### src/rtl/rde_pkg.sv
package rde_pkg;

    localparam int STRAP_W  = 2;
    localparam int STRAP_3V = 0;   // 1: 3.3 V dual plane dropped in soft-off
    localparam int STRAP_5V = 1;   // 1: 5 V dual plane kept through sleep

    typedef enum logic [1:0] {
        MODE_RUN  = 2'b00,
        MODE_STR  = 2'b01,
        MODE_OFF  = 2'b10,
        MODE_NONE = 2'b11
    } mode_e;

    typedef enum logic [1:0] {
        PH_PORWAIT = 2'b00,
        PH_HALT    = 2'b01,
        PH_GAP     = 2'b10,
        PH_LIVE    = 2'b11
    } phase_e;

    typedef struct packed {
        logic main_sw;
        logic d3_sby;
        logic d5_sby;
        logic mem_lin;
        logic mem_sw;
        logic mem_sby;
        logic clk_rail;
    } rail_en_t;

endpackage

### src/rtl/rde_seq.sv
module rde_seq
    import rde_pkg::*;
(
    input  logic       clk,
    input  logic       rst_n,
    input  logic [1:0] req_i,
    input  logic       por_rel_i,
    input  logic       shutdown_i,
    output phase_e     phase_o,
    output mode_e      mode_o,
    output logic       cap_o
);

    phase_e ph_q, ph_d;
    mode_e  md_q, md_d;
    mode_e  req_m;

    assign req_m = mode_e'(req_i);

    function automatic logic hop_ok(input mode_e from_m, input mode_e to_m);
        return (to_m != MODE_NONE) && (to_m != from_m) &&
               ((from_m == MODE_RUN) || (to_m == MODE_RUN));
    endfunction

    always_ff @(posedge clk or negedge rst_n) begin
        if (!rst_n) begin
            ph_q <= PH_PORWAIT;
            md_q <= MODE_RUN;
        end else begin
            ph_q <= ph_d;
            md_q <= md_d;
        end
    end

    always_comb begin
        ph_d  = ph_q;
        md_d  = md_q;
        cap_o = 1'b0;
        unique case (ph_q)
            PH_PORWAIT: begin
                if (!shutdown_i && por_rel_i) begin
                    cap_o = 1'b1;
                    ph_d  = PH_GAP;
                    if (req_m != MODE_NONE) md_d = req_m;
                end
            end
            PH_HALT: begin
                if (!shutdown_i) begin
                    cap_o = 1'b1;
                    ph_d  = PH_GAP;
                    if (req_m != MODE_NONE) md_d = req_m;
                end
            end
            PH_GAP: begin
                ph_d = shutdown_i ? PH_HALT : PH_LIVE;
            end
            PH_LIVE: begin
                if (shutdown_i) begin
                    ph_d = PH_HALT;
                end else if (hop_ok(md_q, req_m)) begin
                    ph_d  = PH_GAP;
                    md_d  = req_m;
                    cap_o = (md_q == MODE_RUN);
                end
            end
        endcase
    end

    assign phase_o = ph_q;
    assign mode_o  = md_q;

    // shutdown reaches an all-off phase one cycle later
    assert_halt_R10: assert property (@(posedge clk) disable iff (!rst_n)
        shutdown_i |=> (ph_q == PH_HALT || ph_q == PH_PORWAIT));

    // leaving a sleep mode can only lead to run
    assert_legal_hop_R9: assert property (@(posedge clk) disable iff (!rst_n)
        (ph_q == PH_GAP && $past(ph_q) == PH_LIVE && $past(md_q) != MODE_RUN)
        |-> md_q == MODE_RUN);

    // the handover gap lasts a single cycle
    assert_gap_len_R8: assert property (@(posedge clk) disable iff (!rst_n)
        ph_q == PH_GAP |=> ph_q != PH_GAP);

endmodule

### src/rtl/rde_latch.sv
module rde_latch #(
    parameter int             W          = 2,
    parameter logic [W-1:0]   STRAP_INIT = '0
) (
    input  logic         clk,
    input  logic         rst_n,
    input  logic         cap_i,
    input  logic [W-1:0] raw_i,
    input  logic         sel_p_i,
    input  logic         cmp_i,
    output logic [W-1:0] strap_o,
    output logic         sel_o
);

    logic [W-1:0] strap_q;
    logic         sel_q;

    for (genvar b = 0; b < W; b++) begin : g_bit
        always_ff @(posedge clk or negedge rst_n) begin
            if (!rst_n)     strap_q[b] <= STRAP_INIT[b];
            else if (cap_i) strap_q[b] <= raw_i[b];
        end
    end

    always_ff @(posedge clk or negedge rst_n) begin
        if (!rst_n)       sel_q <= 1'b0;
        else if (sel_p_i) sel_q <= cmp_i;
    end

    assign strap_o = strap_q;
    assign sel_o   = sel_q;

    // captured straps move only on a capture event
    assert_strap_hold_R2: assert property (@(posedge clk) disable iff (!rst_n)
        !cap_i |=> $stable(strap_q));

    // select holds without its strobe
    assert_sel_hold_R7: assert property (@(posedge clk) disable iff (!rst_n)
        !sel_p_i |=> $stable(sel_q));

endmodule

### src/rtl/rde_decode.sv
module rde_decode
    import rde_pkg::*;
(
    input  logic               clk,
    input  logic               rst_n,
    input  phase_e             phase_i,
    input  mode_e              mode_i,
    input  logic [STRAP_W-1:0] strap_i,
    input  logic               sel_i,
    output rail_en_t           en_o
);

    always_comb begin
        en_o = '0;
        if (phase_i == PH_LIVE) begin
            unique case (mode_i)
                MODE_RUN: begin
                    en_o.main_sw  = 1'b1;
                    en_o.clk_rail = 1'b1;
                    en_o.mem_lin  = !sel_i;
                    en_o.mem_sw   = sel_i;
                end
                MODE_STR: begin
                    en_o.d3_sby  = 1'b1;
                    en_o.d5_sby  = strap_i[STRAP_5V];
                    en_o.mem_sby = 1'b1;
                end
                MODE_OFF: begin
                    en_o.d3_sby = !strap_i[STRAP_3V];
                    en_o.d5_sby = strap_i[STRAP_5V];
                end
                MODE_NONE: begin
                    en_o = '0;
                end
            endcase
        end
    end

    // a plane never has both paths on
    assert_no_overlap_R8: assert property (@(posedge clk) disable iff (!rst_n)
        !(en_o.main_sw && (en_o.d3_sby || en_o.d5_sby)));

    // the main switch turns on only after a cycle with standby paths off
    assert_gap_rise_R8: assert property (@(posedge clk) disable iff (!rst_n)
        $rose(en_o.main_sw) |-> $past(!(en_o.d3_sby || en_o.d5_sby || en_o.mem_sby)));

    // a standby path never starts in the cycle right after active operation
    assert_gap_fall_R8: assert property (@(posedge clk) disable iff (!rst_n)
        $fell(en_o.main_sw) |-> !(en_o.d3_sby || en_o.d5_sby || en_o.mem_sby));

    // memory paths are mutually exclusive
    assert_mem_onehot_R5: assert property (@(posedge clk) disable iff (!rst_n)
        $onehot0({en_o.mem_lin, en_o.mem_sw, en_o.mem_sby}));

    // clock rail lives only with active operation
    assert_clk_active_R6: assert property (@(posedge clk) disable iff (!rst_n)
        en_o.clk_rail |-> (en_o.main_sw && !en_o.mem_sby));

endmodule

### src/rtl/rail_enable_decoder.sv
module rail_enable_decoder
    import rde_pkg::*;
#(
    parameter logic [STRAP_W-1:0] STRAP_INIT = '0
) (
    input  logic       clk,
    input  logic       rst_n,
    input  logic [1:0] op_req,
    input  logic [1:0] strap_raw,
    input  logic       msel_cmp,
    input  logic       msel_latch_p,
    input  logic       por_rel_p,
    input  logic       shutdown,
    output logic       main_sw_en,
    output logic       d3_sby_en,
    output logic       d5_sby_en,
    output logic       mem_lin_en,
    output logic       mem_sw_en,
    output logic       mem_sby_en,
    output logic       clk_rail_en,
    output logic       mem_sel_hi
);

    phase_e             phase;
    mode_e              mode;
    logic               cap;
    logic [STRAP_W-1:0] strap_q;
    logic               sel_q;
    rail_en_t           en;

    rde_seq u_seq (
        .clk        (clk),
        .rst_n      (rst_n),
        .req_i      (op_req),
        .por_rel_i  (por_rel_p),
        .shutdown_i (shutdown),
        .phase_o    (phase),
        .mode_o     (mode),
        .cap_o      (cap)
    );

    rde_latch #(
        .W          (STRAP_W),
        .STRAP_INIT (STRAP_INIT)
    ) u_latch (
        .clk     (clk),
        .rst_n   (rst_n),
        .cap_i   (cap),
        .raw_i   (strap_raw),
        .sel_p_i (msel_latch_p),
        .cmp_i   (msel_cmp),
        .strap_o (strap_q),
        .sel_o   (sel_q)
    );

    rde_decode u_dec (
        .clk     (clk),
        .rst_n   (rst_n),
        .phase_i (phase),
        .mode_i  (mode),
        .strap_i (strap_q),
        .sel_i   (sel_q),
        .en_o    (en)
    );

    assign main_sw_en  = en.main_sw;
    assign d3_sby_en   = en.d3_sby;
    assign d5_sby_en   = en.d5_sby;
    assign mem_lin_en  = en.mem_lin;
    assign mem_sw_en   = en.mem_sw;
    assign mem_sby_en  = en.mem_sby;
    assign clk_rail_en = en.clk_rail;
    assign mem_sel_hi  = sel_q;

endmodule

### config.mk
export PLATFORM = sky130hd
export DESIGN_NAME = rail_enable_decoder
export DESIGN_NICKNAME = d
export VERILOG_FILES = /design/src/rtl/rde_pkg.sv /design/src/rtl/rde_seq.sv /design/src/rtl/rde_latch.sv /design/src/rtl/rde_decode.sv /design/src/rtl/rail_enable_decoder.sv
export SDC_FILE = /design/constraint.sdc
export NUM_CORES = 1
export LEC_CHECK = 0
export ABC_CLOCK_PERIOD_IN_PS = 2040
export BUFFER_PORTS_ARGS = -buffer_cell sky130_fd_sc_hd__buf_2
export CAP_MARGIN = 25
export CORE_AREA = 2 2 39 41
export CTS_BUF_LIST = sky130_fd_sc_hd__clkbuf_4 sky130_fd_sc_hd__clkbuf_8 sky130_fd_sc_hd__clkbuf_16
export CTS_CLUSTER_SIZE = 12
export DETAILED_ROUTE_END_ITERATION = 7
export DIE_AREA = 0 0 41 43
export PLACE_DENSITY = 0.68
export SLEW_MARGIN = 20
export SYNTH_ARGS = -nofsm -noshare
export SYNTH_HDL_FRONTEND = slang
export SYNTH_SLANG_ARGS = --single-unit
### constraint.sdc
create_clock -name clk -period 2.04 [get_ports clk]
set_clock_uncertainty 0.05 [all_clocks]
set_input_delay 0.204 -clock clk [delete_from_list [all_inputs] [get_ports clk]]
set_output_delay 0.204 -clock clk [all_outputs]
set_load 0.02 [all_outputs]
# Word-level counts from Yosys, hierarchy flattened
# Cells that the tools add are included.
# totals
ff_bits,7
input_bits,10
output_inout_bits,8
elab_cells,52
# op_classes
n_eq_ne,12
mux,22
n_reduce_logical,13
# ops
op,count
2-bit two-way mux,11
"2-bit != test, second input constant",4
2-bit case mux with 4 select lines,1
7-bit two-way mux,1
"2-bit equality test, second input constant",3
2-bit zero test,3
1-bit two-way mux,6
2-bit case mux with 3 select lines,1
5-bit AND reduction,1
"2-bit by 1-bit equality test with 1-bit output, second input constant",2
2-bit case mux with 2 select lines,1
1-bit logical AND,3
1-bit zero test,3
"3-bit != test, second input constant",1
1-bit case mux with 3 select lines,1
3-bit AND reduction,1
3-bit nonzero test,1
"2-bit by 1-bit != test with 1-bit output, second input constant",1
2-bit != test,1
1-bit logical OR,1

# Longest topological paths before layout
# depth
word_depth,6
mapped_depth,6
ltp_nobuf,6

# Hierarchy
# A second synthesis with hierarchy kept.
# unflattened
hier_cells,51
hier_area_um2,486.7
# by_module_without_submodules
module,instances,cells_per_inst,area_each_um2,seq_area_each_um2
rde_seq,1,29,265.3,100.1
rde_decode,1,16,112.6,0.0
rde_latch,1,6,108.9,75.1

# Worst setup path before layout
# No wires, ideal clock.
# synth_path
path_kind,register to register
from,reg u_seq.md_q[0] (netlist: u_seq.mode_o[0])
to,reg u_latch.strap_q[0] (netlist: u_latch.strap_o[0])
setup_time_ns,0.125
t_arrival_ns,1.619
required_time_ns,1.865
path_slack_ns,0.246
stages_incl_launch_ff,7
n_path_buf,0
synth_period_minus_slack_ns,1.794
cell_sequence,dfrtp_1 inv_1 ha_1 and3_1 o21ai_0 a21oi_2 mux2_2
# synth_between
elab_chain_len,6
elab_cells_between_ends,8
classes_between,eq/ne: 1; mux: 3; reduce/logical: 4
# synth_rtl
element,line_no,text
start: declaration,rde_seq.sv:15,"mode_e md_q, md_d;"
start signal: assignment,rde_seq.sv:31,md_q <= md_d;
2-bit != test or 2-bit zero test (tied branches),"rde_seq.sv:21, rde_seq.sv:22, rde_seq.sv:63",
1-bit logical AND or 1-bit logical OR (tied branches),"rde_seq.sv:21, rde_seq.sv:22",
1-bit logical AND,rde_seq.sv:21,return (to_m != MODE_NONE) && (to_m != from_m) &&
1-bit two-way mux (*),rde_seq.sv:60,"end else if (hop_ok(md_q, req_m)) begin"
1-bit two-way mux (*),rde_seq.sv:58,if (shutdown_i) begin
1-bit case mux with 3 select lines (*),rde_seq.sv:39,unique case (ph_q)
end signal: indexed assignment,rde_latch.sv:20,if (!rst_n) strap_q[b] <= STRAP_INIT[b];
end signal: indexed assignment,rde_latch.sv:21,else if (cap_i) strap_q[b] <= raw_i[b];
end: declaration,rde_latch.sv:15,logic [W-1:0] strap_q;
# Every way passes the cells marked *; elsewhere a longest branch is shown, timed or not.
# A chain may end at the register's enable or synchronous reset.

# Worst setup path after layout
# Same ends and word-level chain as after synthesis.

==> reports/metrics.csv <==
stage;metric;value;unit
clocking;clock-sinks;7;
floorplanning;die_area;1760;sq um
yosys;postSynthCellCount;51;
timing;post-route-min-period;1.76;ns
critical_path;r2r_start;u_seq.mode_o[0];
yosys;synth_area;469;sq um
global_routing;grt_max_degree;10;
yosys;synth_area_leaders;dfrtp_1 37%, ha_1 8.0%, mux2_2 7.2%;
routing;ant_nets;0;
critical_path;cp-end-kind;flip-flop;
timing;tightest_slew;0.273;ns
clocking;clock_path_buffers;2;
hold_path;hold_path.class;in2reg;
pwr;switching_power;200;uW
clocking;cts-root-buf;clkbuf_4;
timing;hold_slack;0.123;ns
routing;drt_iter0_drc;10;
routing;wirelength;1.00;mm
routing;dr.pass1.iters;6;
pwr;sw_frac_of_total;0.361;
critical_path;crit_required;2.12;ns
global_routing;grt_use_met1;0.195;
placement;hpwl;778;um
pwr;peakVddDrop;0.281;mV
critical_path;crit_arrival;1.85;ns
finish;drive_gt1_frac;0.394;
global_routing;use_met2;0.194;
global_routing;grt_usage;0.150;
yosys;postSynth.asyncResetShare;1.00;
pwr;seqPwrFrac;0.381;
finish;n_antenna_cell;0;
timing;period_share;0.864;
yosys;synth_common_cells;7 x dfrtp_1, 5 x a21oi_1, 4 x nor2_1, 4 x o21ai_0;
critical_path;r2r_setup_slack;0.28;ns
yosys;syn-num-nets;64;
clocking;clock_latency;0.26;ns
clocking;cts_tree;built;
pwr;p_comb_frac;0.359;
yosys;synthAdderAreaFrac;0.0800;
clocking;numCtsBuffers;3;
critical_path;r2r_cells;6;
yosys;synth_cell_type_count;23;
yosys;synth_xor_xnor_area_share;0;
timing;layout_setup_ws;0.278;ns
timing;setup_viol;0;
yosys;yosys_most_used_dff;dfrtp_1;
floorplanning;rows;14;
floorplanning;start_util;0.339;
yosys;synth_top_family_by_area;compound AO/OA/AOI/OAI gates;
placement;place_ws;0.282;ns
floorplanning;die_x;41;um
outcome;run_status;finished, final reports clean;
routing;wire_per_inst;11.5;um
yosys;synth_top_cell_by_area;dfrtp_1;
yosys;yosysTopAreaCellShare;0.373;
pwr;p_per_area;920;nW/um^2
timing;slew_headroom;0.817;
global_routing;grt_pass1_wl;1.73;mm
timing;slew_violations;0;
yosys;yosysMostFrequentCell;dfrtp_1;
hold_path;min_to;u_seq.phase_o[1];
hold_path;hold_start;shutdown;
placement;gp_congestion;0.888;
critical_path;rr_endpoint;u_latch.strap_o[0];
timing;hold_violations;0;
routing;viasPerCell;4.90;
yosys;synth_sequential_area_ratio;0.373;
floorplanning;die-height;43;um
critical_path;worstSetupPathType;reg2reg;
global_routing;top_usage_layer;met1;
global_routing;grt_overflow;0;
routing;drc;0;
timing;setup_tns;0;ns
global_routing;met3_usage;0.0471;
timing;grt_setup_unrepaired;no;
yosys;avgSynthCellArea;9.20;sq um
routing;vias;426;
yosys;yosys.area_share.simple;0.173;
run;drv_cap;0;
critical_path;cp_max_fo;7;
hold_path;worstHoldPathCells;2;
finish;area_growth;28.3;%
clocking;path_clk_slew;0.06;ns
floorplanning;pin_count;18;
yosys;synthMuxAreaShare;0.120;
yosys;yosysWarnings;0;
timing;fmax;568;MHz
yosys;ys_seq_elements;7;
yosys;synth_edf_count;0;
pwr;pwr-share-clk;0.260;
global_routing;antenna_found_initial;0;
pwr;p_int;354;uW
global_routing;grt_pass1_vias;409;
yosys;synth_compound_gate_area_share;0.195;
pwr;leakagePower;0.000304;uW
floorplanning;core_area;1380;sq um
placement;port_buffers;17;
clocking;htree_levels;1;
critical_path;critPathLaunchType;flip-flop;
finish;final_nets;85;
-- worst max path at each step --
stage,from,cells after the start,slack [ns],endpoint
2_1_floorplan,u_seq.mode_o[0],6,0.25,u_latch.strap_o[0]
3_3_place_gp,u_seq.mode_o[0],5,0.36,u_seq.mode_o[0]
3_5_place_dp,u_seq.mode_o[0],6,0.28,u_latch.strap_o[0]
4_1_cts,u_seq.mode_o[0],6,0.26,u_latch.strap_o[0]
5_1_grt,u_seq.mode_o[0],5,0.13,mem_lin_en
6_report,u_seq.mode_o[0],6,0.28,u_latch.strap_o[0]
-- placed cells by master, fill, tap and decap left out --
master / synthesis / routed
a21oi_1: 5 / 5
and3_1: 2 / 2
o221a_2: 1 / 1
dfrtp_1: 7 / 7
nand2_1: 2 / 2
a311oi_1: 1 / 1
clkbuf_4: 0 / 4
a22o_1: 1 / 1
o21ai_2: 1 / 1
nor3_1: 2 / 2
inv_2: 1 / 1
and2_1: 1 / 1
dlygate4sd3_1: 0 / 1
mux2_1: 2 / 2
ha_1: 3 / 3
nor2b_1: 2 / 2
mux2_2: 3 / 3
nand3_1: 1 / 1
nand2b_1: 2 / 2
inv_1: 3 / 3
o21ai_0: 4 / 4
nor2_1: 4 / 4
buf_2: 1 / 17
a21oi_2: 1 / 1
-- through the flow --
| step | std cells | area, sq um | total power [uW] | utilization |
|---|---|---|---|---|
| global placement | 82 | 562 | 407 | 0.406 |
| floorplan | 51 | 469 | 356 | - |
| detailed placement | 82 | 562 | 411 | 0.406 |
| CTS | 87 | 602 | 561 | 0.435 |
| global route | 87 | 602 | 607 | 0.435 |
| finish | 87 | 602 | 554 | 0.435 |
-- worst max-delay path, cell delays in order (launching register included) --
cell,delay (ns)
dfrtp_1,0.43
inv_1,0.12
ha_1,0.18
and3_1,0.21
o21ai_0,0.12
a21oi_2,0.17
mux2_2,0.36
-- final cells by class --
cell class,instances,area (sq um)
Sequential cell,7,175
Timing Repair Buffer,18,95.1
Clock buffer,4,30.0
Fill cell,142,782
Tap cell,16,20.0
Multi-Input combinational cell,38,267
Inverter,4,15.0
-- sequential cells by signal (all words and copies together), names as in the netlist --
register	count
u_latch.strap_o	2
u_seq.mode_o	2
u_seq.phase_o	2
u_latch.sel_o	1
-- what timing repair did --
item                      4_1_cts  5_1_grt
hold endpoints to repair        7        0
resized for setup               0        0
buffers inserted                0        0
hold buffers                    1        0
-- cell families (layout without fill, tap and decap cells) --
group / count (synthesis) / count (layout)
multiplexers: 5 / 5
adder cells (fa/ha/maj): 3 / 3
AND/OR/NAND/NOR: 16 / 16
buffers and inverters: 6 / 26
flip-flops: 7 / 7
AO/OA/AOI/OAI: 14 / 14
-- power groups by stage --
stage | logic (uW) | registers [uW] | clock network (uW)
2_1_floorplan | 157 | 200 | 0
6_report | 199 | 211 | 144
4_1_cts | 200 | 211 | 150
3_3_place_gp | 194 | 212 | 0
5_1_grt | 226 | 221 | 160
3_5_place_dp | 198 | 213 | 0
-- routing by layer --
metal | vias to the layer above | wire length, um
li1 | 218 | -
met2 | 14 | 467
met3 | 2 | 52
met1 | 192 | 463
met5 | - | 0
met4 | 0 | 20
Note: power is estimated with default switching activity, not from simulation.
